### config.mk
export PLATFORM = sky130hd
export DESIGN_NAME = sertx_top
export DESIGN_NICKNAME = d
export VERILOG_FILES = /design/src/rtl/sertx_pkg.sv /design/src/rtl/sertx_tick.sv /design/src/rtl/sertx_fifo.sv /design/src/rtl/sertx_shift.sv /design/src/rtl/sertx_top.sv
export SDC_FILE = /design/constraint.sdc
export NUM_CORES = 1
export LEC_CHECK = 0
export BUFFER_PORTS_ARGS = -buffer_cell sky130_fd_sc_hd__buf_2
export CAP_MARGIN = 5
export CORE_MARGIN = 2
export CORE_UTILIZATION = 55
export CTS_CLUSTER_DIAMETER = 30
export DETAILED_ROUTE_END_ITERATION = 12
export GPL_TIMING_DRIVEN = 0
export PLACE_DENSITY = 0.71
export RECOVER_POWER = 25
export SETUP_SLACK_MARGIN = 0.2
export SLEW_MARGIN = 5
export SYNTH_ARGS = -nofsm -noshare
export SYNTH_HDL_FRONTEND = slang
export SYNTH_SLANG_ARGS = --single-unit
### constraint.sdc
create_clock -name clk -period 7.2 [get_ports clk]
set_clock_uncertainty 0.05 [all_clocks]
set_input_delay 0.36 -clock clk [delete_from_list [all_inputs] [get_ports clk]]
set_output_delay 0.36 -clock clk [all_outputs]
set_load 0.1 [all_outputs]
### src/rtl/sertx_pkg.sv
package sertx_pkg;

    localparam int CHAR_W = 8;
    localparam int TICKS_PER_BIT = 16;

    typedef enum logic [2:0] {
        S_IDLE,
        S_START,
        S_DATA,
        S_PAR,
        S_STOP
    } ser_state_t;

    typedef struct packed {
        logic [1:0] len_sel;
        logic [1:0] par_sel;
        logic       stop_long;
    } fmt_t;

    // index of the last data bit: 4 .. 7
    function automatic logic [2:0] last_idx(input fmt_t f);
        return 3'd4 + {1'b0, f.len_sel};
    endfunction

    function automatic logic par_on(input fmt_t f);
        return (f.par_sel == 2'b01) || (f.par_sel == 2'b10);
    endfunction

    // length of the stop period in 16x ticks
    function automatic logic [5:0] stop_ticks(input fmt_t f);
        if (!f.stop_long)
            return 6'd16;
        else if (f.len_sel == 2'b00)
            return 6'd24;
        else
            return 6'd32;
    endfunction

    function automatic logic par_bit(input fmt_t f, input logic [CHAR_W-1:0] d);
        logic acc;
        acc = 1'b0;
        for (int i = 0; i < CHAR_W; i++) begin
            if (3'(i) <= last_idx(f))
                acc = acc ^ d[i];
        end
        return (f.par_sel == 2'b10) ? ~acc : acc;
    endfunction

endpackage

### src/rtl/sertx_tick.sv
module sertx_tick #(
    parameter int DIV_W = 16
) (
    input  logic             clk,
    input  logic             rst,
    input  logic [DIV_W-1:0] divisor,
    output logic             tick
);
    logic [DIV_W:0] cnt;
    logic [DIV_W:0] lim;

    assign lim = {1'b0, divisor} + (DIV_W+1)'(1);

    always_ff @(posedge clk) begin
        if (rst) begin
            cnt  <= '0;
            tick <= 1'b0;
        end else if (cnt >= lim) begin
            cnt  <= '0;
            tick <= 1'b1;
        end else begin
            cnt  <= cnt + (DIV_W+1)'(1);
            tick <= 1'b0;
        end
    end
endmodule

### src/rtl/sertx_fifo.sv
module sertx_fifo #(
    parameter int W     = 8,
    parameter int DEPTH = 64
) (
    input  logic                       clk,
    input  logic                       rst,
    input  logic                       wr_en,
    input  logic [W-1:0]               wr_data,
    input  logic                       rd_en,
    output logic [W-1:0]               rd_data,
    output logic                       full,
    output logic                       empty,
    output logic [$clog2(DEPTH):0]     count
);
    localparam int AW = $clog2(DEPTH);

    logic [W-1:0]  mem [DEPTH];
    logic [AW-1:0] wptr, rptr;
    logic          do_wr, do_rd;

    assign full    = (count == (AW+1)'(DEPTH));
    assign empty   = (count == '0);
    assign do_wr   = wr_en && !full;
    assign do_rd   = rd_en && !empty;
    assign rd_data = mem[rptr];

    always_ff @(posedge clk) begin
        if (do_wr)
            mem[wptr] <= wr_data;
    end

    always_ff @(posedge clk) begin
        if (rst) begin
            wptr  <= '0;
            rptr  <= '0;
            count <= '0;
        end else begin
            if (do_wr)
                wptr <= (wptr == AW'(DEPTH-1)) ? '0 : wptr + AW'(1);
            if (do_rd)
                rptr <= (rptr == AW'(DEPTH-1)) ? '0 : rptr + AW'(1);
            case ({do_wr, do_rd})
                2'b10:   count <= count + (AW+1)'(1);
                2'b01:   count <= count - (AW+1)'(1);
                default: count <= count;
            endcase
        end
    end
endmodule

### src/rtl/sertx_shift.sv
module sertx_shift
    import sertx_pkg::*;
(
    input  logic              clk,
    input  logic              rst,
    input  logic              tick,
    input  fmt_t              fmt,
    input  logic              fifo_empty,
    input  logic [CHAR_W-1:0] fifo_data,
    output logic              pop,
    output logic              line,
    output logic              busy
);
    ser_state_t        state;
    logic [5:0]        tcnt;
    logic [2:0]        bidx;
    logic [CHAR_W-1:0] sh;
    logic              pbit;
    logic              bit_end;
    logic              stop_end;

    assign bit_end  = (tcnt == 6'(TICKS_PER_BIT - 1));
    assign stop_end = (tcnt == stop_ticks(fmt) - 6'd1);
    assign pop      = tick && !fifo_empty &&
                      ((state == S_IDLE) || (state == S_STOP && stop_end));
    assign busy     = (state != S_IDLE);

    always_ff @(posedge clk) begin
        if (rst) begin
            state <= S_IDLE;
            tcnt  <= '0;
            bidx  <= '0;
            sh    <= '0;
            pbit  <= 1'b0;
            line  <= 1'b1;
        end else if (tick) begin
            if (pop) begin
                state <= S_START;
                tcnt  <= '0;
                bidx  <= '0;
                sh    <= fifo_data;
                pbit  <= par_bit(fmt, fifo_data);
                line  <= 1'b0;
            end else begin
                case (state)
                    S_START: begin
                        if (bit_end) begin
                            tcnt  <= '0;
                            state <= S_DATA;
                            line  <= sh[0];
                        end else
                            tcnt <= tcnt + 6'd1;
                    end
                    S_DATA: begin
                        if (bit_end) begin
                            tcnt <= '0;
                            if (bidx == last_idx(fmt)) begin
                                if (par_on(fmt)) begin
                                    state <= S_PAR;
                                    line  <= pbit;
                                end else begin
                                    state <= S_STOP;
                                    line  <= 1'b1;
                                end
                            end else begin
                                bidx <= bidx + 3'd1;
                                sh   <= {1'b0, sh[CHAR_W-1:1]};
                                line <= sh[1];
                            end
                        end else
                            tcnt <= tcnt + 6'd1;
                    end
                    S_PAR: begin
                        if (bit_end) begin
                            tcnt  <= '0;
                            state <= S_STOP;
                            line  <= 1'b1;
                        end else
                            tcnt <= tcnt + 6'd1;
                    end
                    S_STOP: begin
                        if (stop_end) begin
                            tcnt  <= '0;
                            state <= S_IDLE;
                        end else
                            tcnt <= tcnt + 6'd1;
                    end
                    default: begin
                        tcnt <= '0;
                        line <= 1'b1;
                    end
                endcase
            end
        end
    end
endmodule

### src/rtl/sertx_top.sv
module sertx_top
    import sertx_pkg::*;
#(
    parameter int DEPTH = 64,
    parameter int DIV_W = 16
) (
    input  logic             clk,
    input  logic             rst,
    input  logic             wr_en,
    input  logic [7:0]       wr_data,
    input  logic [1:0]       len_sel,
    input  logic [1:0]       par_sel,
    input  logic             stop_long,
    input  logic [DIV_W-1:0] divisor,
    input  logic             brk,
    output logic             txd,
    output logic             fifo_full,
    output logic             fifo_empty,
    output logic             empty_irq
);
    localparam int CW = $clog2(DEPTH) + 1;

    fmt_t              fmt;
    logic              tick;
    logic              pop;
    logic              line;
    logic              ser_busy;
    logic [CHAR_W-1:0] head;
    logic [CW-1:0]     fifo_count;
    logic              empty_prev;

    assign fmt = '{len_sel: len_sel, par_sel: par_sel, stop_long: stop_long};

    sertx_tick #(.DIV_W(DIV_W)) u_tick (
        .clk     (clk),
        .rst     (rst),
        .divisor (divisor),
        .tick    (tick)
    );

    sertx_fifo #(.W(CHAR_W), .DEPTH(DEPTH)) u_fifo (
        .clk     (clk),
        .rst     (rst),
        .wr_en   (wr_en),
        .wr_data (wr_data),
        .rd_en   (pop),
        .rd_data (head),
        .full    (fifo_full),
        .empty   (fifo_empty),
        .count   (fifo_count)
    );

    sertx_shift u_shift (
        .clk        (clk),
        .rst        (rst),
        .tick       (tick),
        .fmt        (fmt),
        .fifo_empty (fifo_empty),
        .fifo_data  (head),
        .pop        (pop),
        .line       (line),
        .busy       (ser_busy)
    );

    always_ff @(posedge clk) begin
        if (rst) begin
            txd        <= 1'b1;
            empty_prev <= 1'b1;
        end else begin
            txd        <= line & ~brk;
            empty_prev <= fifo_empty;
        end
    end

    assign empty_irq = fifo_empty & ~empty_prev;
endmodule

==> impl_summary.log <==
[metrics] post-route clock period utilization: 68.29%
[metrics] Simple-Gate Fraction of Synth Area: 5.999%
[metrics] post-synthesis compound-gate area fraction: 3.603%
[metrics] Post-synth ARST share: 0%
[metrics] sinks on the clock net: 579
[metrics] number of placement rows: 75
[metrics] leading cell type by number of instances after synthesis: sky130_fd_sc_hd__edfxtp_1
[metrics] category of the worst setup path capture point: flop
[metrics] detail-routed net length per standard cell: 27.87 µm
[metrics] global-route wire length before repair: 86420 µm
[metrics] area of the die: 44600 µm²
[metrics] normalized max-slew margin: -88.36%
[metrics] DRC violation count after routing: 0
[metrics] minimum clock period: 4917 ps
[metrics] pin count of the biggest net entering global routing: 65
[metrics] initial antenna violation count: 0
[metrics] biggest area consumer among synthesized cells: sky130_fd_sc_hd__edfxtp_1
[metrics] number of CTS-inserted buffers: 104
[metrics] final hold violation count: 0
[metrics] H-Tree Level Count: 3
[metrics] multiplexer area fraction after synthesis: 14.29%
[metrics] worst endpoint required time: 7620 ps
[metrics] biggest area contributors in the synthesized netlist: sky130_fd_sc_hd__edfxtp_1, sky130_fd_sc_hd__mux4_2, sky130_fd_sc_hd__dfxtp_1
[metrics] post-CTS setup buffer count: 0
[metrics] number of warning messages in the yosys log: 0
[metrics] clock buffer depth: 3
[metrics] setup repair after global routing missed its margin: false
[metrics] clock latency on the worst-skew pair: 640 ps
[metrics] effective utilization at floorplan: 56.04%
[metrics] top-level I/O count: 37
[metrics] routability congestion estimate from global placement: 0.9122
[metrics] VDD IR-drop max: 0.1944 mV
[metrics] path type of the worst setup path: reg2reg
[metrics] standard cell core area: 42130 µm²
[metrics] post-cts hold buffer count: 1
[metrics] count of distinct cell types in the synthesized netlist: 59
[metrics] number of non-filler instances in the completed layout: 2098
[metrics] share of synthesized cell area in full adder, half adder and majority cells: 1.431%
[metrics] transition time at the pin with the least slew margin: 2825 ps
[metrics] Die X-Extent: 211.2 µm
[metrics] power per cell area: 311.8 nW/µm²
[metrics] setup TNS after final layout: 0 ps
[metrics] combinational family with the most area after synthesis: multiplexers
[metrics] total number of vias: 13250
[metrics] 1st-pass router iterations: 5
[metrics] flip-flop and latch count after synthesis: 579
[metrics] number of placed cells counting well taps: 1904
[metrics] total inserted antenna cells: 0
[metrics] worst path arrival time: 5340 ps
[metrics] average footprint of a synthesized cell: 17.77 µm²
[metrics] post-synthesis sequential area ratio: 70.80%
[metrics] via count of the first global-routing pass: 13270
[metrics] sum of routed wire length over all layers: 58480 µm
[metrics] predominant post-synthesis flop cell: sky130_fd_sc_hd__edfxtp_1
[metrics] status: finished with violations
[metrics] syn_nets: 1389
[metrics] fraction of synthesized cell area taken by the top area cell type: 65.12%
[metrics] 1st-iter DRT viols: 1674
[metrics] count of nets left with antenna violations after detail routing: 0
[metrics] DIE HEIGHT: 211.2 µm
[metrics] Gate Count Post-Synth: 1329
[metrics] clk root buf: sky130_fd_sc_hd__clkbuf_16
[metrics] fraction of layout instances using a drive strength above 1: 23.93%
[metrics] TritonCTS clock tree: built
[metrics] overall power of the completed layout: 0.008745 W
[metrics] mean number of vias per cell: 6.317
[metrics] worst min path class: in2reg
[metrics] placed wire-length estimate: 35190 µm
[metrics] count of flip-flops with a built-in enable after synthesis: 512
[metrics] GRT Residual Overflow: 0
[metrics] Static Leak: 9.187 nW
[metrics] xor and xnor area share after synthesis: 2.194%
[metrics] number of maximum-capacitance violations: 6
[metrics] Layout Area Growth over Synthesis: 18.77%
[metrics] maximum clock frequency: 203.4 MHz
[metrics] final net count: 1532
[metrics] fin. max-slew vios: 390
[metrics] critical path fanouts, max: 10
[metrics] Critical Path Start Type: flop
[metrics] failing checks: max-capacitance violations, max-slew violations
[metrics] total of endpoints with negative setup slack in the final report: 0
[metrics] buffers added on ports: 36
[metrics] clk slew on worst S/H paths: 50 ps
[metrics] commonest cells in the synthesized netlist: sky130_fd_sc_hd__edfxtp_1, sky130_fd_sc_hd__mux4_2, sky130_fd_sc_hd__nor2_1
[metrics] GR Util All Layers: 27.29%
[metrics] netlist area before placement: 23610 µm²
[metrics] post_cts resized: 0
## through the flow
stage | worst slack (ps) | hold WS [ps] | util [%] | area [µm²]
after floorplan | 3366 | 377.5 | - | 23610
final | 2283 | 163.7 | 66.56 | 28040
after detailed placement | 2457 | 399.1 | 58.07 | 24470
after global routing | 2148 | 156.6 | 66.56 | 28040
after global placement | 2435 | 397.7 | 58.07 | 24470
after CTS | 2407 | 137.5 | 66.58 | 28050
## kinds of logic after synthesis
kind of cell / after synthesis
flops: 579
fa+ha+maj: 27
buf+inv: 80
compound gates: 123
xor+xnor: 56
simple gates: 305
mux: 159
## cell type report
type / instances / area (µm²)
plain buffers: 66 / 346.6
clock buffers: 119 / 2731
clock inverters: 74 / 844.6
fillers: 2691 / 14090
inverters: 14 / 52.55
multi-input cells: 670 / 6496
flip-flops and latches: 579 / 16720
well taps: 539 / 674.4
repair buffers: 37 / 182.7
## flip-flops by register name, summed over array words and instances, names as in the netlist, named ones only
name,count
u_shift.line,1
u_shift.tcnt,6
u_shift.state,3
u_fifo.count,7
u_fifo.mem,512
u_tick.cnt,17
u_shift.pbit,1
u_fifo.rptr,6
u_shift.bidx,3
empty_prev,1
txd,1
u_shift.sh,8
u_fifo.wptr,6
u_tick.tick,1
## worst max-delay path: stages, from the launching register on
cell and delay [ps]:
sky130_fd_sc_hd__dfxtp_1 310, sky130_fd_sc_hd__buf_4 220, sky130_fd_sc_hd__buf_6 250, sky130_fd_sc_hd__buf_4 230, sky130_fd_sc_hd__buf_4 290, sky130_fd_sc_hd__clkbuf_1 830
sky130_fd_sc_hd__buf_2 570, sky130_fd_sc_hd__mux4_2 370, sky130_fd_sc_hd__a22oi_1 450, sky130_fd_sc_hd__a21oi_1 170, sky130_fd_sc_hd__nor2_1 120, sky130_fd_sc_hd__o21ai_0 230
sky130_fd_sc_hd__xnor2_1 260, sky130_fd_sc_hd__xnor3_1 230, sky130_fd_sc_hd__nand2_1 80, sky130_fd_sc_hd__a21oi_1 70
## report_power, final
| group | internal [W] | switching (W) | total (W) |
|---|---|---|---|
| clock | 0.00323 | 0.00166 | 0.00489 |
| combinational | 0.0000467 | 0.000123 | 0.000169 |
| sequential | 0.00368 | 0.00000736 | 0.00368 |
| total | 0.00695 | 0.00179 | 0.00874 |
## layout by cell type, fill, tap and decap left out, drive strengths merged, types with 9 or more instances in the layout
| cell | n |
|---|---|
| a211oi | 11 |
| a21oi | 27 |
| a22o | 9 |
| a22oi | 18 |
| and3 | 11 |
| buf | 59 |
| bufinv | 14 |
| clkbuf | 162 |
| clkinv | 45 |
| clkinvlp | 10 |
| dfxtp | 67 |
| edfxtp | 512 |
| ha | 27 |
| inv | 19 |
| mux2i | 13 |
| mux4 | 142 |
| nand2 | 49 |
| nand2b | 11 |
| nand3 | 25 |
| nand4 | 14 |
| nor2 | 126 |
| nor2b | 13 |
| nor3 | 31 |
| o21ai | 20 |
| xnor2 | 21 |
| xor2 | 33 |
## metal layers
metal | GRT usage [%] | vias to the layer above | share of wire (%)
met4 | 10.05 | 0 | 3.4
met1 | 37.56 | 6742 | 40
met5 | 0 | - | 0
li1 | - | 5653 | -
met2 | 42.17 | 730 | 47
met3 | 7.612 | 129 | 10
## final timing paths
path | startpoint | end | slack [ps] | cells past startpoint
max reg2reg | flop | u_shift.pbit$_SDFFE_PP0P_ | 2280 | 15
max | flop | u_shift.pbit$_SDFFE_PP0P_ | 2280 | 15
min reg2reg | u_shift.pbit$_SDFFE_PP0P_ | u_shift.pbit$_SDFFE_PP0P_ | 410 | 2
min | rst | u_shift.tcnt[3]$_SDFFE_PP0P_ | 160 | 3
No activity file was read; power rests on OpenSTA's default activity.
